==> config.mk <==
export PLATFORM = sky130hd
export DESIGN_NAME = ws_responder
export DESIGN_NICKNAME = d
export VERILOG_FILES = /design/src/rtl/ws_pkg.sv /design/src/rtl/ws_addr_dec.sv /design/src/rtl/ws_inbound.sv /design/src/rtl/ws_outbound.sv /design/src/rtl/ws_responder.sv
export SDC_FILE = /design/constraint.sdc
export NUM_CORES = 1
export LEC_CHECK = 0
export ABC_AREA = 1
export BUFFER_PORTS_ARGS = -buffer_cell sky130_fd_sc_hd__buf_4
export CAP_MARGIN = 15
export CORE_MARGIN = 4
export CORE_UTILIZATION = 40
export CTS_CLUSTER_SIZE = 14
export DETAILED_ROUTE_END_ITERATION = 12
export HOLD_SLACK_MARGIN = 0.05
export MAX_ROUTING_LAYER = met4
export PLACE_DENSITY = 0.78
export SLEW_MARGIN = 20
export SYNTH_ARGS = -nofsm -noshare
export SYNTH_HDL_FRONTEND = slang
export SYNTH_SLANG_ARGS = --single-unit
export TNS_END_PERCENT = 50
==> constraint.sdc <==
create_clock -name clk -period 1.55 [get_ports clk]
set_input_delay 0.3875 -clock clk [delete_from_list [all_inputs] [get_ports clk]]
set_output_delay 0.3875 -clock clk [all_outputs]
set_load 0.01 [all_outputs]
==> src/rtl/ws_pkg.sv <==
package ws_pkg;
  localparam int BUS_W  = 16;
  localparam int BYTE_W = 8;

  localparam int DOR_BIT  = 13;
  localparam int DIR_BIT  = 12;
  localparam int RRDY_BIT = 10;
  localparam int WRDY_BIT = 9;

  localparam logic [BUS_W-1:0] BREQ_WORD = 16'hDEFF;
  localparam logic [6:0]       BAVL_TOP  = 7'b1011110; // BC/BD share bits 15:9

  typedef enum logic [1:0] {
    WS_CMD_BAD  = 2'd0,
    WS_CMD_BREQ = 2'd1,
    WS_CMD_BAVL = 2'd2
  } ws_cmd_e;

  function automatic ws_cmd_e classify(input logic [BUS_W-1:0] w);
    if (w == BREQ_WORD)           return WS_CMD_BREQ;
    else if (w[15:9] == BAVL_TOP) return WS_CMD_BAVL;
    else                          return WS_CMD_BAD;
  endfunction

  function automatic logic [BUS_W-1:0] resp_word(input logic dor, input logic dir,
                                                 input logic rrdy, input logic wrdy);
    logic [BUS_W-1:0] w;
    w = '1;
    w[DOR_BIT]  = dor;
    w[DIR_BIT]  = dir;
    w[RRDY_BIT] = rrdy;
    w[WRDY_BIT] = wrdy;
    return w;
  endfunction
endpackage

==> src/rtl/ws_addr_dec.sv <==
module ws_addr_dec #(
  parameter int ADDR_W = 6,
  parameter logic [ADDR_W-1:0] RESP_OFF = 6'h0A,
  parameter logic [ADDR_W-1:0] DLOW_OFF = 6'h0E
) (
  input  logic              sel,
  input  logic [ADDR_W-1:0] addr,
  output logic              hit_resp,
  output logic              hit_dlow,
  output logic              miss
);
  always_comb begin
    hit_resp = sel && (addr == RESP_OFF);
    hit_dlow = sel && (addr == DLOW_OFF);
    miss     = sel && !hit_resp && !hit_dlow;
  end
endmodule

==> src/rtl/ws_inbound.sv <==
module ws_inbound #(
  parameter int BYTE_W = 8
) (
  input  logic              clk,
  input  logic              rst_n,
  input  logic              load,
  input  logic [BYTE_W-1:0] load_byte,
  input  logic              load_end,
  input  logic              take,
  output logic              pend,
  output logic [BYTE_W-1:0] hold_byte,
  output logic              hold_end
);
  always_ff @(posedge clk or negedge rst_n) begin
    if (!rst_n) begin
      pend      <= 1'b0;
      hold_byte <= '0;
      hold_end  <= 1'b0;
    end else if (load) begin
      pend      <= 1'b1;
      hold_byte <= load_byte;
      hold_end  <= load_end;
    end else if (pend && take) begin
      pend <= 1'b0;
    end
  end
endmodule

==> src/rtl/ws_outbound.sv <==
module ws_outbound #(
  parameter int BYTE_W = 8
) (
  input  logic              clk,
  input  logic              rst_n,
  input  logic              start,
  input  logic              rd_clear,
  input  logic              src_valid,
  input  logic [BYTE_W-1:0] src_byte,
  output logic              pend,
  output logic              done,
  output logic              rrdy,
  output logic [BYTE_W-1:0] held
);
  assign done = pend && src_valid;

  always_ff @(posedge clk or negedge rst_n) begin
    if (!rst_n) begin
      pend <= 1'b0;
      rrdy <= 1'b0;
      held <= '0;
    end else begin
      if (start)     pend <= 1'b1;
      else if (done) pend <= 1'b0;
      if (done) begin
        held <= src_byte;
        rrdy <= 1'b1;
      end else if (rd_clear) begin
        rrdy <= 1'b0;
      end
    end
  end
endmodule

==> src/rtl/ws_responder.sv <==
module ws_responder #(
  parameter int ADDR_W = 6,
  parameter logic [ADDR_W-1:0] RESP_OFF = 6'h0A,
  parameter logic [ADDR_W-1:0] DLOW_OFF = 6'h0E
) (
  input  logic                      clk,
  input  logic                      rst_n,
  input  logic                      bus_sel,
  input  logic                      bus_wr,
  input  logic [ADDR_W-1:0]         bus_addr,
  input  logic [ws_pkg::BUS_W-1:0]  bus_wdata,
  output logic [ws_pkg::BUS_W-1:0]  bus_rdata,
  output logic                      bus_err,
  output logic                      in_valid,
  output logic [ws_pkg::BYTE_W-1:0] in_data,
  output logic                      in_end,
  input  logic                      in_take,
  input  logic                      out_valid,
  input  logic [ws_pkg::BYTE_W-1:0] out_data,
  output logic                      out_take,
  output logic                      cmd_err
);
  import ws_pkg::*;

  logic              hit_resp, hit_dlow, miss;
  logic              dl_wr, dl_rd;
  ws_cmd_e           cmd;
  logic              wr_rdy, rd_rdy;
  logic              bavl_go, breq_go, err_set;
  logic              fetch_pend, fetch_done;
  logic [BYTE_W-1:0] out_held;

  ws_addr_dec #(.ADDR_W(ADDR_W), .RESP_OFF(RESP_OFF), .DLOW_OFF(DLOW_OFF)) u_dec (
    .sel(bus_sel), .addr(bus_addr),
    .hit_resp(hit_resp), .hit_dlow(hit_dlow), .miss(miss)
  );

  always_comb begin
    cmd     = classify(bus_wdata);
    dl_wr   = hit_dlow && bus_wr;
    dl_rd   = hit_dlow && !bus_wr;
    bavl_go = dl_wr && wr_rdy && (cmd == WS_CMD_BAVL) && !in_valid;
    breq_go = dl_wr && wr_rdy && (cmd == WS_CMD_BREQ) && out_valid;
    err_set = dl_wr && (!wr_rdy || (cmd == WS_CMD_BAD) ||
                        ((cmd == WS_CMD_BAVL) && in_valid));
  end

  ws_inbound #(.BYTE_W(BYTE_W)) u_in (
    .clk(clk), .rst_n(rst_n),
    .load(bavl_go), .load_byte(bus_wdata[BYTE_W-1:0]), .load_end(bus_wdata[8]),
    .take(in_take),
    .pend(in_valid), .hold_byte(in_data), .hold_end(in_end)
  );

  ws_outbound #(.BYTE_W(BYTE_W)) u_out (
    .clk(clk), .rst_n(rst_n),
    .start(breq_go), .rd_clear(dl_rd),
    .src_valid(out_valid), .src_byte(out_data),
    .pend(fetch_pend), .done(fetch_done), .rrdy(rd_rdy), .held(out_held)
  );

  assign out_take = fetch_done;

  always_ff @(posedge clk or negedge rst_n) begin
    if (!rst_n) begin
      wr_rdy  <= 1'b1;
      cmd_err <= 1'b0;
    end else begin
      if (bavl_go || breq_go)          wr_rdy <= 1'b0;
      else if (!fetch_pend || fetch_done) wr_rdy <= 1'b1;
      if (err_set) cmd_err <= 1'b1;
    end
  end

  always_comb begin
    bus_err   = miss;
    bus_rdata = '0;
    if (hit_resp)      bus_rdata = resp_word(out_valid, !in_valid, rd_rdy, wr_rdy);
    else if (hit_dlow) bus_rdata = {{(BUS_W-BYTE_W){1'b0}}, out_held};
  end
endmodule

; Yosys cells after proc, flatten, opt, wreduce, memory -nomap -nowiden
; Cells that the tools add are included.
[classes]
n_eq_ne = 6
n_reduce_logical = 30
muxes = 12
[op_table]
columns = cell, n
row1 = 16-bit == test (second input constant), 1
row2 = 16-bit two-way mux, 1
row3 = 1-bit logical AND, 15
row4 = 6-bit by 4-bit == test with 1-bit output (second input constant), 2
row5 = 1-bit two-way mux, 8
row6 = 8-bit two-way mux, 1
row7 = 2-bit nonzero test, 4
row8 = 7-bit == test (second input constant), 1
row9 = 1-bit zero test, 6
row10 = 1-bit logical OR, 4
row11 = 2-bit two-way mux, 2
row12 = 2-bit by 1-bit == test with 1-bit output (second input constant), 1
row13 = 2-bit == test (second input constant), 1
row14 = 2-bit zero test, 1
[word_totals]
input_bits = 36
output_inout_bits = 29
register_bits = 22

; Longest topological paths before layout
; Gate-level depths: netlist (run 1).
[logic_depth]
word_depth = 8
mapped_depth = 9

; By module
; A second synthesis (run 1) with hierarchy kept.
[hier_totals]
cells_unflattened = 167
hier_area_um2 = 1216.2
[modules_own_cells]
columns = mod, area_per_inst_um2, instances, seq_area_each_um2, cells_each
row1 = ws_outbound, 422.9, 1, 250.2, 42
row2 = ws_inbound, 377.9, 1, 250.2, 42
row3 = ws_responder, 362.8, 1, 51.3, 72
row4 = ws_addr_dec, 52.6, 1, 0.0, 11

; Worst setup path after synthesis (run 1)
; OpenSTA, ideal clock, no wires.
[synth_path]
kind = input -> output
start = in bus_addr[0]
end = out bus_rdata[11] (netlist bit)
n_path_buf = 2
t_required_ps = 1162
setup_slack_ps = -96
stages = 8
t_arrival_ps = 1259
cell_sequence = inv_1 -> nand2_1 -> nor2_2 -> and3b_1 -> nand2_2 -> buf_6 -> inv_1 -> buf_4
[synth_via]
elab_chain_len = 3
[synth_rtl]
columns = item, line_no
row1 = from (decl), ws_responder.sv:10  ; input logic [ADDR_W-1:0] bus_addr,
row2 = 6-bit by 4-bit == test with 1-bit output, ws_addr_dec.sv:13  ; hit_resp = sel && (addr == RESP_OFF);
row3 = 1-bit logical AND, ws_addr_dec.sv:13
row4 = via hit_resp, ws_responder.sv:25  ; logic hit_resp, hit_dlow, miss;
row5 = 16-bit two-way mux, ws_responder.sv:78  ; if (hit_resp) bus_rdata = resp_word(out_valid, !in_valid, rd_rdy, wr_rdy);
row6 = to (decl), ws_responder.sv:12  ; output logic [ws_pkg::BUS_W-1:0] bus_rdata,
; The timed path passes the listed nets, and every way through them passes these cells.

; Worst setup path after layout (run 1)
[layout_path]
start = in bus_addr[5]
end = out bus_rdata[13] (netlist bit)
[layout_via]
elab_chain_len = 3
[layout_rtl]
columns = item, line_no
row1 = 6-bit by 4-bit == test with 1-bit output, ws_addr_dec.sv:13
row2 = 1-bit logical AND, ws_addr_dec.sv:13
row3 = 16-bit two-way mux, ws_responder.sv:78
; Every way passes these cells.

==> results.md, run 1 <==
* Synth Net Count at 198
* Worst slack, placed at -0.297 ns
* Min Tclk post-route at 1.69 ns
* Register area share after synthesis at 46.1%
* Vias in the first global route at 1274
* Setup crit start kind: input port
* Synth warn at 0
* Chip Height at 62.7 microns
* DR iter-0 viols at 37
* Drt drc at 0
* Post-route ant nets at 0
* Commonest non-fill, non-tap cell in the layout: nand2_1
* GRT Total Usage at 17.6%
* Worst-Skew Late Latency at 0.31 ns
* Pwr Total at 1.16 mW
* Worst hold slack at 0.244 ns
* Worst Max-Slew Pin Slew at 0.284 ns
* Reg2Reg Setup Slack at 0.21 ns
* Detailed Place HPWL at 2.46 mm
* Slew Limit Fails at 0
* Nets at 273
* Status: finished with violations
* Total congestion overflow at 0
* Initial antenna violation count at 0
* Core area at 2810 sq um
* Worst min-delay path class: input port to flop
* Crit path arrival time at 1.30 ns
* Antenna diodes at 0
* Worst setup endpoint: bus_rdata[13]
* Failing checks: negative setup slack
* Final setup margin at -0.138 ns
* First-pass GRT wire length at 5.48 mm
* Clock-pin slew on the worst setup and hold paths at 0.12 ns
* Cells after synthesis at 162
* Port buffer count at 64
* # clock sinks at 22
* Library cells used by synthesis at 21
* Leak at 1.12 nW
* Clk root buf: clkbuf_4
* FF-to-FF Start: u_in.pend
* Number of I/O pins at 65
* Drt first pass iters at 4
* Post-route clock period utilization at 109%
* Max frequency at 592 MHz
* Design area at 1930 sq um
* Dpl cell area at 1770 sq um
* VDD IR max at 0.394 mV
* Drt total wl at 3.24 mm
* Bufs on Longest Clock Path at 2
* Final GP Congestion at 0.738
* Reg2Reg Depth at 5
* Data required time of the worst path at 1.16 ns
* Max transition margin at 81.0%
* Commonest non-fill, non-tap cells in the layout: nand2_1, buf_4, dfrtp_1
* Post-DR wirelength/cell at 12.1 microns
* TritonCTS clock tree: built
* CTS H-tree lvls at 1
* Setup CP Type: input port to primary output
* Final setup vio count at 17
* Area Overhead vs Synth at 61.2%
* CP Launch Point: bus_addr[5]
* RSZ-0062 raised after global routing: true
* Synthesized flop and latch total at 22
* Number of CTS-inserted buffers at 3
* Worst-path fanout max at 7
* Synth Area per Inst at 7.38 sq um
* Via Count at 1272
* DIE WIDTH at 62.7 microns
* Critical Path Sink Type: primary output
* Pin count of the biggest net entering global routing at 23
* Share of cells above drive strength 1 at 43.2%
* Via density at 4.76
* Synth Cell Area at 1200 sq um
* Final setup skew at 0.00494 ns
* Fill count at 242
* Max-Cap Viols at 0
* Initial Util at 42.6%
* Die ar. at 3930 sq um
* Core Rows at 19
* Cell area power density at 603 nW/um^2
* Final hold vios at 0
* Reg-to-reg endpoint: u_in.hold_byte[1]
==> cell type report <==
| cell class | count | area, sq um | area share [%] |
|---|---|---|---|
| tap | 31 | 38.8 | 2.01 |
| clock buffer | 3 | 22.5 | 1.17 |
| clock inverter | 1 | 30.0 | 1.56 |
| inverter | 19 | 96.3 | 5.00 |
| multi-input combinational | 115 | 574 | 29.8 |
| sequential | 22 | 552 | 28.6 |
| timing repair buffer | 76 | 614 | 31.9 |
==> sequential cells by signal, indices dropped and copies added, names as in the netlist <==
signal and count:
cmd_err 1, u_in.hold_byte 8, u_in.hold_end 1, u_in.pend 1, u_out.held 8, u_out.pend 1
u_out.rrdy 1, wr_rdy 1
==> routing by layer <==
layer | vias to the layer above | part of all wire, % | global-route usage, %
li1 | 640 | - | -
met1 | 583 | 39 | 19.0
met2 | 43 | 53 | 30.8
met3 | 6 | 5.7 | 5.04
met4 | 0 | 2.2 | 6.61
met5 | - | 0 | -
==> per-stage QoR <==
step	std cells	setup TNS, ns	util, %
6_report	267	-1.81	68.7
5_1_grt	267	-2.58	68.7
4_1_cts	266	-1.41	66.5
3_5_place_dp	260	-4.04	62.9
3_3_place_gp	260	-4.01	62.9
2_1_floorplan	162	-0.00342	-
==> cells in the mapped netlist <==
| cell type | count | area share, % |
|---|---|---|
| nand2_1 | 77 | 24 |
| dfstp_2 | 1 | 2.2 |
| o21ai_1 | 8 | 3.3 |
| buf_4 | 5 | 3.1 |
| buf_6 | 2 | 1.9 |
| o22ai_1 | 1 | 0.52 |
| clkinv_1 | 2 | 0.63 |
| nand4_2 | 1 | 1.0 |
| nor3_1 | 1 | 0.42 |
| dfrtp_1 | 21 | 44 |
| nand2_2 | 1 | 0.52 |
| nor2_2 | 2 | 1.0 |
| nand4_4 | 1 | 1.8 |
| nand3_1 | 2 | 0.84 |
| nor2_1 | 11 | 3.5 |
| inv_2 | 1 | 0.31 |
| and3b_1 | 1 | 0.73 |
| nand4_1 | 1 | 0.52 |
| nor2_4 | 3 | 2.8 |
| inv_1 | 16 | 5.0 |
| o21ai_0 | 4 | 1.7 |
==> cell families after synthesis <==
logic type      synth area share, %
simple gates                   37.3
buf+inv                        11.0
flops                          46.1
compound gates                 5.54
==> critical path, stage by stage <==
cell and delay, ns:
buf_8 0.11, inv_12 0.04, nand2_4 0.04, nor2_4 0.09, and3b_2 0.28, nand2_8 0.12
nor2_4 0.12, buf_6 0.11
==> how the worst min path moves through the flow <==
stage / startpoint / cells past startpoint / end / slack (ns)
after floorplan: rst_n / 0 / cmd_err / 0.09
after global placement: rst_n / 1 / u_in.hold_byte[2] / 0.29
after detailed placement: rst_n / 1 / u_in.hold_byte[2] / 0.29
after CTS: in_take / 2 / u_in.pend / 0.24
after global routing: in_take / 2 / u_in.pend / 0.23
final: in_take / 2 / u_in.pend / 0.24
==> where the power goes <==
group          switching, mW  internal [mW]
Clock                  0.179          0.261
Sequential          0.000140          0.574
Combinational         0.0639         0.0847
==> repair_timing <==
| item | CTS | global route |
|---|---|---|
| gates cloned | 1 | 0 |
| resized for setup | 10 | 14 |
| endpoints found under the setup margin | 17 | 17 |
| setup buffers | 0 | 1 |
| pin swaps | 6 | 5 |
| hold buffers | 1 | 0 |
| hold endpoints to repair | 21 | 0 |
Note: power is estimated with default switching activity, not from simulation.
==> inputs of run 2 (changes only) <==
--- a/config.mk
+++ b/config.mk
@@ -10,6 +10,7 @@
 export CAP_MARGIN = 15
 export CORE_MARGIN = 4
 export CORE_UTILIZATION = 40
+export CTS_BUF_LIST = sky130_fd_sc_hd__clkbuf_8 sky130_fd_sc_hd__clkbuf_16
 export CTS_CLUSTER_SIZE = 14
 export DETAILED_ROUTE_END_ITERATION = 12
 export HOLD_SLACK_MARGIN = 0.05
==> run 2 against run 1 <==
The flow still finishes with violations (negative setup slack); final cell count stayed put; critical path depth stayed put; fmax is 0.19% lower; register-to-register slack hardly changed; die area stayed put; flip-flop and latch count stayed put; first-iteration DRC count is 11% lower; highest routed layer unchanged.
==> results.md, run 2 (synthesized netlist as in run 1, its figures left out) <==
* Setup crit start kind: input port
* Commonest non-fill, non-tap cell in the layout: nand2_1
* Final setup margin at -0.142 ns (-0.00322 ns)
* Worst slack, placed at -0.297 ns (unchanged)
* CP dominant cell by count: nor2_4
* Area of the multi-input gates at 574 sq um (unchanged)
* Drt total wl at 3.26 mm (+0.37%)
* RSZ-0062 raised after global routing: true
* Final setup vio count at 17 (unchanged)
* Via Count at 1299 (+2.1%)
* DR iter-0 viols at 33 (-11%)
* Flip-flop and latch area at 552 sq um (unchanged)
* Slew Limit Fails at 0 (unchanged)
* Via density at 4.87 (+2.1%)
* CTS H-tree lvls at 1 (unchanged)
* Failing checks: negative setup slack
* Fill count at 237 (-2.1%)
* Pin count of the biggest net entering global routing at 23 (unchanged)
* First-pass GRT wire length at 5.48 mm (unchanged)
* Hold path cells at 2 (unchanged)
* Post-route ant nets at 0 (unchanged)
* TritonCTS clock tree: built
* # clock sinks at 22 (unchanged)
* Final setup skew at 0.00344 ns (-0.00151 ns)
* Worst Max-Slew Pin Slew at 0.287 ns (+0.00233 ns)
* Cell Int Power at 1.00 mW (+9.0%)
* Crit-path cells: buf_8, inv_12, nand2_4, nor2_4, and3b_2, nand2_8, nor2_4, buf_6
* Worst-Skew Late Latency at 0.26 ns (-0.05 ns)
* P_sw at 253 uW (+4.1%)
* Max frequency at 591 MHz (-0.19%)
* VDD IR max at 0.402 mV (+2.1%)
* Crit path arrival time at 1.30 ns (about the same)
* Core area at 2810 sq um (unchanged)
* Status: finished with violations
* Initial antenna violation count at 0 (unchanged)
* CP top delay family: simple AND/OR/NAND/NOR gates
* Max transition margin at 80.9% (-0.16 points)
* Core Rows at 19 (unchanged)
* Max stage delay on crit path at 0.28 ns (about the same)
* Drt first pass iters at 4 (unchanged)
* Chip Height at 62.7 microns (unchanged)
* Critical Path Sink Type: primary output
* Final GP Congestion at 0.738 (unchanged)
* DIE WIDTH at 62.7 microns (unchanged)
* Slowest-stage cell, CP: and3b_2
* Number of CTS-inserted buffers at 3 (unchanged)
* Setup CP Type: input port to primary output
* Stages on the worst setup path at 8 (unchanged)
* Leak at 1.13 nW (+0.69%)
* Part of the power in combinational logic at 11.8% (-1.0 points)
* Nets at 273 (unchanged)
* Worst-path fanout max at 7 (unchanged)
* Data required time of the worst path at 1.16 ns (about the same)
* Reg2Reg Depth at 5 (unchanged)
* Number of I/O pins at 65 (unchanged)
* Clock-pin slew on the worst setup and hold paths at 0.08 ns (-0.04 ns)
* Total congestion overflow at 0 (unchanged)
* Max-Cap Viols at 0 (unchanged)
* Pwr Total at 1.26 mW (+8.0%)
* Final hold vios at 0 (unchanged)
* Post-DR wirelength/cell at 12.2 microns (+0.37%)
* Vias in the first global route at 1289 (+1.2%)
* Flop pwr share at 45.7% (-3.7 points)
* Commonest non-fill, non-tap cells in the layout: nand2_1, buf_4, dfrtp_1
* Die ar. at 3930 sq um (unchanged)
* Cell area power density at 645 nW/um^2 (+6.9%)
* Bufs on Longest Clock Path at 2 (unchanged)
* Clk root buf: clkbuf_8
* Post-route clock period utilization at 109% (+0.21 points)
* Area Overhead vs Synth at 62.8%
* Min Tclk post-route at 1.69 ns (+0.00322 ns)
* Detailed Place HPWL at 2.46 mm (unchanged)
* Antenna diodes at 0 (unchanged)
* Initial Util at 42.6% (unchanged)
* Drt drc at 0 (unchanged)
* Sw frac at 20.1% (-0.75 points)
* GRT Total Usage at 17.6% (-0.039 points)
* Clock power share at 42.5% (+4.6 points)
* Largest registers: u_in.hold_byte (8), u_out.held (8)
* Worst min-delay path class: input port to flop
* Port buffer count at 64 (unchanged)
* Crit path buf inv count at 3 (unchanged)
* Share of cells above drive strength 1 at 43.2% (unchanged)
## run 2: cell counts in the layout (fill, tap and decap cells not counted)
Identical to the previous run, type by type.
## run 2: power by group through the flow
stage	Clock (mW)	Sequential [mW]	Combinational [mW]
CTS	0.545	0.574	0.145
global route	0.565	0.574	0.163
finish	0.534	0.574	0.149
floorplan	0	0.586	0.0357
detailed placement	0	0.585	0.138
global placement	0	0.585	0.135
## run 2: final timing paths
check,start,slack (ns),end
setup / recovery,bus_addr[5],-0.14,bus_rdata[13]
hold / removal,in_take,0.30,u_in.pend
setup reg to reg,u_in.pend,0.20,u_in.hold_byte[1]
hold reg to reg,u_out.held[5],0.48,u_out.held[5]
max in group asynchronous,rst_n,0.70,wr_rdy
min in group asynchronous,rst_n,0.57,u_in.hold_byte[2]
## run 2: area by class of cell
type | instances | share of cell area [%]
inverter | 19 | 4.95
clock buffer | 3 | 2.12
timing repair buffer | 76 | 31.6
clock inverter | 1 | 1.54
sequential | 22 | 28.3
tap | 31 | 1.99
multi-input combinational | 115 | 29.5
## run 2: routing by layer
metal	wire, microns	GRT usage (%)	vias to the layer above
met1	1240	18.7	600
met3	210	4.50	8
met2	1730	31.3	54
li1	-	-	637
met4	72	6.61	0
met5	0	-	-
## run 2: metrics by stage
| stage | area (sq um) | utilization, % | TNS (ns) | hold slack (ns) | instances |
|---|---|---|---|---|---|
| global placement | 1770 | 62.9 | -4.01 | 0.289 | 260 |
| global route | 1950 | 69.4 | -2.58 | 0.298 | 267 |
| finish | 1950 | 69.4 | -1.81 | 0.297 | 267 |
| detailed placement | 1770 | 62.9 | -4.04 | 0.292 | 260 |
| floorplan | 1250 | - | -0.00342 | 0.0919 | 162 |
| CTS | 1890 | 67.2 | -1.41 | 0.299 | 266 |
## run 2: what timing repair did
item,in CTS,in global routing
setup buffers,0,1
hold buffers,1,0
gates cloned,1,0
gates resized for setup,10,14
endpoints found under the setup margin,17,17
hold endpoints to repair,21,0
pin swaps,6,5
